`config.mk`:
```
export PLATFORM = sky130hd
export DESIGN_NAME = arf_regfile
export DESIGN_NICKNAME = d
export VERILOG_FILES = /design/src/rtl/arf_pkg.sv /design/src/rtl/arf_field_get.sv /design/src/rtl/arf_field_put.sv /design/src/rtl/arf_alu.sv /design/src/rtl/arf_regfile.sv
export SDC_FILE = /design/constraint.sdc
export NUM_CORES = 1
export LEC_CHECK = 0
export BUFFER_PORTS_ARGS = -buffer_cell sky130_fd_sc_hd__buf_2
export CAP_MARGIN = 20
export CORE_ASPECT_RATIO = 0.8
export CORE_UTILIZATION = 55
export CTS_BUF_LIST = sky130_fd_sc_hd__clkbuf_16
export DETAILED_ROUTE_END_ITERATION = 12
export PLACE_DENSITY = 0.73
export SLEW_MARGIN = 10
export SYNTH_ARGS = -nofsm -noshare
export SYNTH_HDL_FRONTEND = slang
export SYNTH_HIERARCHICAL = 1
export SYNTH_SLANG_ARGS = --single-unit
```
`constraint.sdc`:
```
create_clock -name clk -period 12.3 [get_ports clk]
set_input_delay 1.23 -clock clk [delete_from_list [all_inputs] [get_ports clk]]
set_output_delay 1.23 -clock clk [all_outputs]
set_load 0.02 [all_outputs]
```
`src/rtl/arf_pkg.sv`:
```
package arf_pkg;
  typedef enum logic [1:0] {
    SZ_LO8  = 2'd0,
    SZ_HI8  = 2'd1,
    SZ_LO16 = 2'd2,
    SZ_FULL = 2'd3
  } arf_sz_e;

  typedef enum logic [1:0] {
    OP_MOV = 2'd0,
    OP_LDI = 2'd1,
    OP_ADD = 2'd2,
    OP_SUB = 2'd3
  } arf_op_e;
endpackage

```
`src/rtl/arf_field_get.sv`:
```
module arf_field_get
  import arf_pkg::*;
#(
  parameter int W    = 32,
  parameter int NREG = 8,
  parameter int NHI  = 4,
  localparam int IW  = $clog2(NREG)
) (
  input  logic [W-1:0]  word,
  input  logic [IW-1:0] idx,
  input  logic [1:0]    sz,
  output logic [W-1:0]  val,
  output logic          ok
);
  localparam logic [IW-1:0] HI_LIM = IW'(NHI);

  always_comb begin
    ok  = !((sz == SZ_HI8) && (idx >= HI_LIM));
    val = '0;
    case (sz)
      SZ_LO8:  val = {{(W-8){1'b0}}, word[7:0]};
      SZ_HI8:  val = ok ? {{(W-8){1'b0}}, word[15:8]} : '0;
      SZ_LO16: val = {{(W-16){1'b0}}, word[15:0]};
      default: val = word;
    endcase
  end
endmodule

```
`src/rtl/arf_field_put.sv`:
```
module arf_field_put
  import arf_pkg::*;
#(
  parameter int W = 32
) (
  input  logic [W-1:0] word,
  input  logic [W-1:0] val,
  input  logic [1:0]   sz,
  output logic [W-1:0] merged
);
  always_comb begin
    merged = word;
    case (sz)
      SZ_LO8:  merged[7:0]  = val[7:0];
      SZ_HI8:  merged[15:8] = val[7:0];
      SZ_LO16: merged[15:0] = val[15:0];
      default: merged       = val;
    endcase
  end
endmodule

```
`src/rtl/arf_alu.sv`:
```
module arf_alu
  import arf_pkg::*;
#(
  parameter int W = 32
) (
  input  logic [W-1:0] a,
  input  logic [W-1:0] b,
  input  logic [1:0]   sz,
  input  logic         sub,
  output logic [W-1:0] res,
  output logic         c,
  output logic         z
);
  localparam int PW = $clog2(W + 1);

  logic [W:0]    wide;
  logic [W-1:0]  mask;
  logic [PW-1:0] pos;

  always_comb begin
    wide = sub ? ({1'b0, a} - {1'b0, b}) : ({1'b0, a} + {1'b0, b});
    case (sz)
      SZ_LO8, SZ_HI8: begin
        mask = {{(W-8){1'b0}}, 8'hFF};
        pos  = PW'(8);
      end
      SZ_LO16: begin
        mask = {{(W-16){1'b0}}, 16'hFFFF};
        pos  = PW'(16);
      end
      default: begin
        mask = '1;
        pos  = PW'(W);
      end
    endcase
    res = wide[W-1:0] & mask;
    c   = wide[pos];
    z   = (res == '0);
  end
endmodule

```
`src/rtl/arf_regfile.sv`:
```
module arf_regfile
  import arf_pkg::*;
#(
  parameter int NREG = 8,
  parameter int W    = 32,
  parameter int NHI  = 4,
  localparam int IW  = $clog2(NREG)
) (
  input  logic          clk,
  input  logic          rst,
  input  logic          wr_en,
  input  logic [1:0]    wr_op,
  input  logic [IW-1:0] wr_idx,
  input  logic [1:0]    wr_sz,
  input  logic [IW-1:0] src_idx,
  input  logic          use_imm,
  input  logic [W-1:0]  imm,
  input  logic [IW-1:0] rd_a_idx,
  input  logic [1:0]    rd_a_sz,
  output logic [W-1:0]  rd_a_data,
  input  logic [IW-1:0] rd_b_idx,
  input  logic [1:0]    rd_b_sz,
  output logic [W-1:0]  rd_b_data,
  output logic          err,
  output logic          carry,
  output logic          zero
);
  logic [NREG-1:0][W-1:0] regs_q;

  // read ports
  logic [IW-1:0] rp_idx [2];
  logic [1:0]    rp_sz  [2];
  assign rp_idx[0] = rd_a_idx;
  assign rp_idx[1] = rd_b_idx;
  assign rp_sz[0]  = rd_a_sz;
  assign rp_sz[1]  = rd_b_sz;

  for (genvar g = 0; g < 2; g++) begin : g_rd
    logic [W-1:0] fval;
    logic         fok;
    logic [W-1:0] q_r;
    arf_field_get #(.W(W), .NREG(NREG), .NHI(NHI)) u_get (
      .word(regs_q[rp_idx[g]]), .idx(rp_idx[g]), .sz(rp_sz[g]),
      .val(fval), .ok(fok)
    );
    always_ff @(posedge clk) begin
      if (rst)      q_r <= '0;
      else if (fok) q_r <= fval;
      else          q_r <= '0;
    end
  end
  assign rd_a_data = g_rd[0].q_r;
  assign rd_b_data = g_rd[1].q_r;

  // execute port operands
  logic [W-1:0] dst_val, src_val, imm_m, b_opnd, alu_res, new_val, merged;
  logic         dst_ok, src_ok, uses_src, legal, alu_c, alu_z, is_arith;

  arf_field_get #(.W(W), .NREG(NREG), .NHI(NHI)) u_dst (
    .word(regs_q[wr_idx]), .idx(wr_idx), .sz(wr_sz), .val(dst_val), .ok(dst_ok)
  );
  arf_field_get #(.W(W), .NREG(NREG), .NHI(NHI)) u_src (
    .word(regs_q[src_idx]), .idx(src_idx), .sz(wr_sz), .val(src_val), .ok(src_ok)
  );

  always_comb begin
    case (wr_sz)
      SZ_LO8, SZ_HI8: imm_m = {{(W-8){1'b0}}, imm[7:0]};
      SZ_LO16:        imm_m = {{(W-16){1'b0}}, imm[15:0]};
      default:        imm_m = imm;
    endcase
    is_arith = (wr_op == OP_ADD) || (wr_op == OP_SUB);
    uses_src = (wr_op == OP_MOV) || (is_arith && !use_imm);
    legal    = dst_ok && (!uses_src || src_ok);
    b_opnd   = uses_src ? src_val : imm_m;
  end

  arf_alu #(.W(W)) u_alu (
    .a(dst_val), .b(b_opnd), .sz(wr_sz), .sub(wr_op == OP_SUB),
    .res(alu_res), .c(alu_c), .z(alu_z)
  );

  always_comb begin
    case (wr_op)
      OP_MOV:  new_val = src_val;
      OP_LDI:  new_val = imm_m;
      default: new_val = alu_res;
    endcase
  end

  arf_field_put #(.W(W)) u_put (
    .word(regs_q[wr_idx]), .val(new_val), .sz(wr_sz), .merged(merged)
  );

  always_ff @(posedge clk) begin
    if (rst) begin
      regs_q <= '0;
      err    <= 1'b0;
      carry  <= 1'b0;
      zero   <= 1'b0;
    end else begin
      err <= wr_en && !legal;
      if (wr_en && legal) begin
        regs_q[wr_idx] <= merged;
        if (is_arith) begin
          carry <= alu_c;
          zero  <= alu_z;
        end
      end
    end
  end
endmodule

```
==> run summary, run 1 <==
status -> complete, no violations
Initial Utilization -> 56.0%
Final Hold Viols -> 0
CTS Buf Count -> 37
nature of the critical path endpoint -> flip-flop
Die X -> 244 µm
adder-cell share of the synthesized area -> 1.68%
Post-Layout Cell Count -> 3,150
WL/cell -> 27.3 µm
min cycle time layout -> 8.69 ns
drt drc -> 0
PortBufs -> 122
slew margin rel. -> 20.7%
CP Max Fanout -> 38
Diodes inserted -> 0
gr usage total -> 35.4%
first-pass GRT wire length -> 130,000 µm
Synth warnings -> 6
Max IR drop VDD -> 0.0000974 V
Post-CTS Setup Inserts -> 0
CTS tree -> built
Final setup violation count -> 0
share of synthesized registers carrying an async set or reset -> 0%
Synth Register Bits -> 323
Avg Inst Size Synth -> 10.0 µm²
initial DRC count -> 2,591
die height -> 195 µm
largest net degree at the start of global routing -> 108
post-synthesis simple-gate area fraction -> 20.5%
Filler Cell Count -> 3,806
PwrDens -> 99.5 nW/µm²
EDFF count, synth -> 0
Synth Instances -> 2,560
nets -> 2,601
Row Count -> 70
Critical Path AT -> 9.18 ns
Multi-input gate area -> 18,000 µm²
drt total wl -> 86,000 µm
cts hold-fix bufs -> 0
multiplexer share of the synthesized area -> 38.3%
prevailing post-synth register cell -> dfxtp_1
hold slack -> 0.505 ns
Core Area -> 45,900 µm²
startpoint types -> primary input
Synth Cell Area -> 25,700 µm²
Mapped Nets -> 2,650
clock buffer depth -> 3
vias in the first global route -> 21,079
Setup TNS -> 0 ns
worst slew pin tran -> 1.19 ns
Layout area overhead -> 7.00%
CP Data Required Time -> 12.79 ns
post_cts resized -> 0
Fmax -> 115 MHz
Synth cell types -> 85
Layout Skew -> 0.0258 ns
commonest cells in the synthesized netlist -> dfxtp_1 (323), nand2b_1 (295), mux2i_1 (286)
Yosys top cell by area -> dfxtp_1
Clk pin slew, worst setup/hold paths -> 0.06 ns
layout cell share with drive strength beyond 1 -> 25.3%
DIE AREA -> 47,600 µm²
clk_lat worst skew -> 0.55 ns
XOR/XNOR Fraction of Synth Area -> 1.74%
largest stage delay on the critical path -> 0.96 ns
antenna violations before repair -> 2
Core Util, Final -> 60.0%
CTS H-tree depth -> 2
CTS root buf -> clkbuf_16
GRT overflow -> 0
Crit Path Category -> in -> reg
Vias -> 21,541
Synth area leaders -> dfxtp_1 (25%), mux4_2 (19%), mux2i_1 (11%), nand2b_1 (7.2%), mux2_2 (4.7%)
CP delay by family, top -> simple AND/OR/NAND/NOR gates
Synth Area in Compound Gates -> 7.49%
crit path buf inv count -> 2
leading cell type by number of instances after synthesis -> dfxtp_1
RD Place Congestion -> 0.942
post-detailed-placement half-perimeter wirelength -> 57,600 µm
CP max-delay cell -> a2111oi_0
Clock Sink Count -> 323
min-delay worst type -> reg -> reg
number of nets still failing antenna checks after routing -> 0
drt pass-1 iters -> 8
I/O pin count -> 123
area share of the largest cell type after synthesis -> 25.1%
max capacitance violation total -> 0
storage element area -> 6470 µm²
Final Max Slew Viols -> 0
largest family of logic cells by synthesized area -> multiplexers
unrepaired setup endpoints after global routing -> false
Pleak -> 12.1 nW
placed insts -> 3,083
final period utilization -> 70.7%
register area share after synthesis -> 25.1%
Vias/cell -> 6.84
==> kinds of logic (layout without fill, tap and decap cells) <==
group / Yosys count / after routing
DFF: 323 / 323
buffers and inverters: 272 / 250
AOI/OAI and AO/OA: 282 / 282
xor gates and xnor gates: 51 / 51
muxes: 677 / 677
and+or+nand+nor: 921 / 921
adders and majority gates: 34 / 34
==> flip-flops by register name, indices dropped and copies added (netlist names) <==
name and count:
rd_b_data 32, carry 1, regs_q 256, rd_a_data 32, zero 1, err 1
==> report_power, final <==
part	internal, mW	leakage, nW	switching (mW)
registers	1.06	2.60	0.0121
logic	0.181	8.86	0.310
clock network	0.701	0.635	0.479
==> layer usage <==
layer | up-vias | track usage, % | share of wire, %
met5 | - | 0 | 0.015
met4 | 2 | 19.4 | 6.0
met3 | 283 | 7.05 | 9.3
met2 | 1304 | 53.8 | 45
met1 | 10685 | 47.4 | 40
li1 | 9267 | - | -
==> stage by stage <==
stage                     setup slack [ns]  area, µm²  power (mW)
after floorplan                       4.96      25700        1.44
after global placement                3.33      26200        1.56
after detailed placement              3.29      26200        1.57
after CTS                             3.87      27500        2.73
after global routing                  3.45      27500        2.81
final                                 3.61      27500        2.74
==> tightest hold or removal path, delay by kind of cell, from the launching register on <==
family           cells  cell delay, ns
multiplexers         1            0.07
flip-flops           1            0.33
AND/OR/NAND/NOR      1            0.07
==> worst paths after layout <==
kind                                 start                end  slack (ns)  depth (start not counted)
setup / recovery                src_idx[1]  zero$_SDFFE_PP0P_        3.61                         26
hold / removal           zero$_SDFFE_PP0P_  zero$_SDFFE_PP0P_        0.51                          2
setup reg to reg  regs_q[111]$_SDFFE_PP0P_  zero$_SDFFE_PP0P_        5.16                         24
hold reg to reg          zero$_SDFFE_PP0P_  zero$_SDFFE_PP0P_        0.51                          2
==> cells in the final DEF (no fill, tap or decap), drive strengths merged, types with 7 or more instances in the layout <==
master and count:
a31oi 34, o211ai 15, a21o 13, bufinv 7, nor4 11, a22oi 15
a21oi 40, and3 80, nand2b 295, mux4 214, xor2 15, buf 161
mux2 177, o22ai 7, nand2 189, nor2 54, and2 107, nand3 34
nand4 16, clkinv 14, inv 30, nor3b 12, o21ai 80, dfxtp 323
a221oi 28, nor2b 73, ha 33, xnor2 36, nor3 20, mux2i 286
clkbuf 37, o221ai 7
==> cell type report <==
class	instances	area share (%)
clock buffer	37	3.36
clock inverter	29	1.24
inverter	23	0.314
multi-input combinational	1965	65.4
sequential	323	23.5
tap	612	2.78
timing repair buffer	161	3.38
No activity file was read; power rests on OpenSTA's default activity.
==> run 2, diff against run 1 <==
--- a/config.mk
+++ b/config.mk
@@ -11,7 +11,7 @@
 export CORE_UTILIZATION = 55
 export CTS_BUF_LIST = sky130_fd_sc_hd__clkbuf_16
 export DETAILED_ROUTE_END_ITERATION = 12
-export PLACE_DENSITY = 0.73
+export PLACE_DENSITY = 0.75
 export SLEW_MARGIN = 10
 export SYNTH_ARGS = -nofsm -noshare
 export SYNTH_HDL_FRONTEND = slang
==> constraint.sdc (replaced) <==
create_clock -name clk -period 7.1 [get_ports clk]
set_input_delay 0.71 -clock clk [delete_from_list [all_inputs] [get_ports clk]]
set_output_delay 0.71 -clock clk [all_outputs]
set_load 0.02 [all_outputs]
==> run 2 against run 1 <==
Effect of this change: combinational power grew 78%; core utilization is 0.42 points higher; cell count up 1.1%; die area did not move; clock skew grew 0.0022 ns; total power rose by 68%; via count rose by 1.1%; sequential cell count unchanged; critical endpoint unchanged; largest cell class unchanged; largest power group unchanged.
==> run summary, run 2 (synthesized netlist as in run 1, its figures left out) <==
FF-to-FF setup slack -> 0.49 ns
die height -> 195 µm
CP Max Fanout -> 11
R2R depth -> 26
worst reg2reg path startpoint -> regs_q[79]$_SDFFE_PP0P_
Clk pin slew, worst setup/hold paths -> 0.06 ns
nets -> 2,637
crit path buf inv count -> 5
crit-path most repeated cell -> buf_4
placed cell area -> 26,600 µm²
Top reg by flops -> regs_q
Vias/cell -> 6.84
CTS Buf Count -> 34
Final Max Slew Viols -> 0
startpoint types -> primary input
Crit Path Category -> in -> reg
Core Area -> 45,900 µm²
DIE AREA -> 47,600 µm²
drt pass-1 iters -> 6
worst slew pin tran -> 0.931 ns
most common cell after layout, fill and taps aside -> dfxtp_1
GRT overflow -> 0
layout cell share with drive strength beyond 1 -> 26.2%
most frequent cells in the layout -> dfxtp_1 (323), nand2b_1 (295), mux2i_1 (285)
drt drc -> 0
CTS H-tree depth -> 2
WL/cell -> 26.9 µm
largest net degree at the start of global routing -> 110
largest stage delay on the critical path -> 0.57 ns
unrepaired setup endpoints after global routing -> false
gr usage total -> 35.3%
CP max-delay cell -> a2111oi_2
Row Count -> 70
min cycle time layout -> 6.75 ns
PwrDens -> 166 nW/µm²
RD Place Congestion -> 0.982
Final Hold Viols -> 0
reg2reg end -> zero$_SDFFE_PP0P_
max capacitance violation total -> 0
placed insts -> 3,123
Max IR drop VDD -> 0.000160 V
status -> complete, no violations
Layout area overhead -> 7.75%
Post-Layout Cell Count -> 3,185
Worst Setup SP -> src_idx[1]
slew margin rel. -> 38.0%
final period utilization -> 95.0%
post-detailed-placement half-perimeter wirelength -> 59,000 µm
vias in the first global route -> 21,042
Post-CTS Setup Inserts -> 0
number of nets still failing antenna checks after routing -> 0
nature of the critical path endpoint -> flip-flop
PortBufs -> 122
Fmax -> 148 MHz
Core Util, Final -> 60.4%
CP Data Required Time -> 7.59 ns
Clock Sink Count -> 323
I/O pin count -> 123
Largest register FFs -> 256
drt total wl -> 85,600 µm
Final setup violation count -> 0
first-pass GRT wire length -> 129,000 µm
Vias -> 21,779
Layout Skew -> 0.0280 ns
CP delay by family, top -> simple AND/OR/NAND/NOR gates
critical path depth -> 29
Pleak -> 12.2 nW
Critical Path AT -> 7.23 ns
CTS root buf -> clkbuf_16
Post-Layout Inst Area -> 27,700 µm²
antenna violations before repair -> 4
Initial Utilization -> 56.0%
CTS tree -> built
clk_lat worst skew -> 0.56 ns
CP endpoint -> zero$_SDFFE_PP0P_
min-delay worst type -> in -> reg
clock buffer depth -> 3
initial DRC count -> 2,920
Die X -> 244 µm
run 2: cell types whose count changed in the layout (fill, tap and decap cells not counted), moves of 2 or more:
cell       before  now
clkbuf_16      37   35
clkinv_2        7    5
inv_6           3    1
inv_1          25   29
buf_4          43   81
bufinv_16       7    5
buf_12          0    2
run 2: area by class of cell:
type | count | area [µm²]
inverter | 23 | 86.3
sequential | 323 | 6470
timing repair buffer | 200 | 1240
tap | 612 | 766
multi-input combinational | 1965 | 18000
antenna | 1 | 2.50
fill | 3725 | 18200
clock buffer | 35 | 876
clock inverter | 26 | 260
run 2: metal layers:
metal	vias to the layer above	GRT usage, %	wire length, µm
met2	1415	53.2	37800
met4	2	21.4	5780
met3	316	6.68	8530
li1	9327	-	-
met5	-	0	13
met1	10719	47.2	33600
run 2: what timing repair did:
action / CTS / global route
endpoints found under the hold margin: 0 / 0
gates resized for setup: 0 / 3
setup endpoints to repair: 0 / 1
hold buffers: 0 / 0
run 2: stage by stage:
| step | hold WS (ns) | setup TNS (ns) | setup WS [ns] | power, mW |
|---|---|---|---|---|
| floorplan | 0.474 | 0 | 0.280 | 2.49 |
| global placement | 0.494 | -0.538 | -0.538 | 2.72 |
| detailed placement | 0.505 | -0.496 | -0.496 | 2.73 |
| CTS | 0.487 | 0 | 0.0538 | 4.58 |
| global route | 0.520 | 0 | 0.0367 | 4.73 |
| finish | 0.506 | 0 | 0.353 | 4.60 |
run 2: worst min path at each step:
stage               cells after the start                    start  slack (ns)                       to
CTS                                     2                    wr_en        0.49           err$_SDFF_PP0_
global route                            2                    wr_en        0.52           err$_SDFF_PP0_
floorplan                               2   regs_q[1]$_SDFFE_PP0P_        0.47   regs_q[1]$_SDFFE_PP0P_
detailed placement                      2  regs_q[24]$_SDFFE_PP0P_        0.51  regs_q[24]$_SDFFE_PP0P_
global placement                        2  regs_q[18]$_SDFFE_PP0P_        0.49  regs_q[18]$_SDFFE_PP0P_
finish                                  2                    wr_en        0.51           err$_SDFF_PP0_
run 2: worst register-to-register path: stages, from the launching register on:
cell and delay (ns):
dfxtp_1 0.37, mux4_2 0.48, mux2_2 0.32, nor2b_1 0.14, mux2_4 0.28, nand2_1 0.06
nand2_1 0.07, or4_4 0.54, or3_4 0.37, nor3_2 0.22, a21o_1 0.25, o21a_1 0.21
buf_4 0.15, o21ai_0 0.09, xnor2_1 0.14, ha_1 0.30, buf_4 0.17, nor2_1 0.07
a2111oi_2 0.57, o31ai_1 0.14, nor4_1 0.41, nand4_1 0.26, nor3_1 0.27, nand4_1 0.13
nor4_2 0.28, mux2i_1 0.14, nor2_1 0.11
run 2: power breakdown:
group | internal (mW) | switching (mW)
registers | 1.83 | 0.0219
clock network | 1.08 | 0.793
logic | 0.333 | 0.539
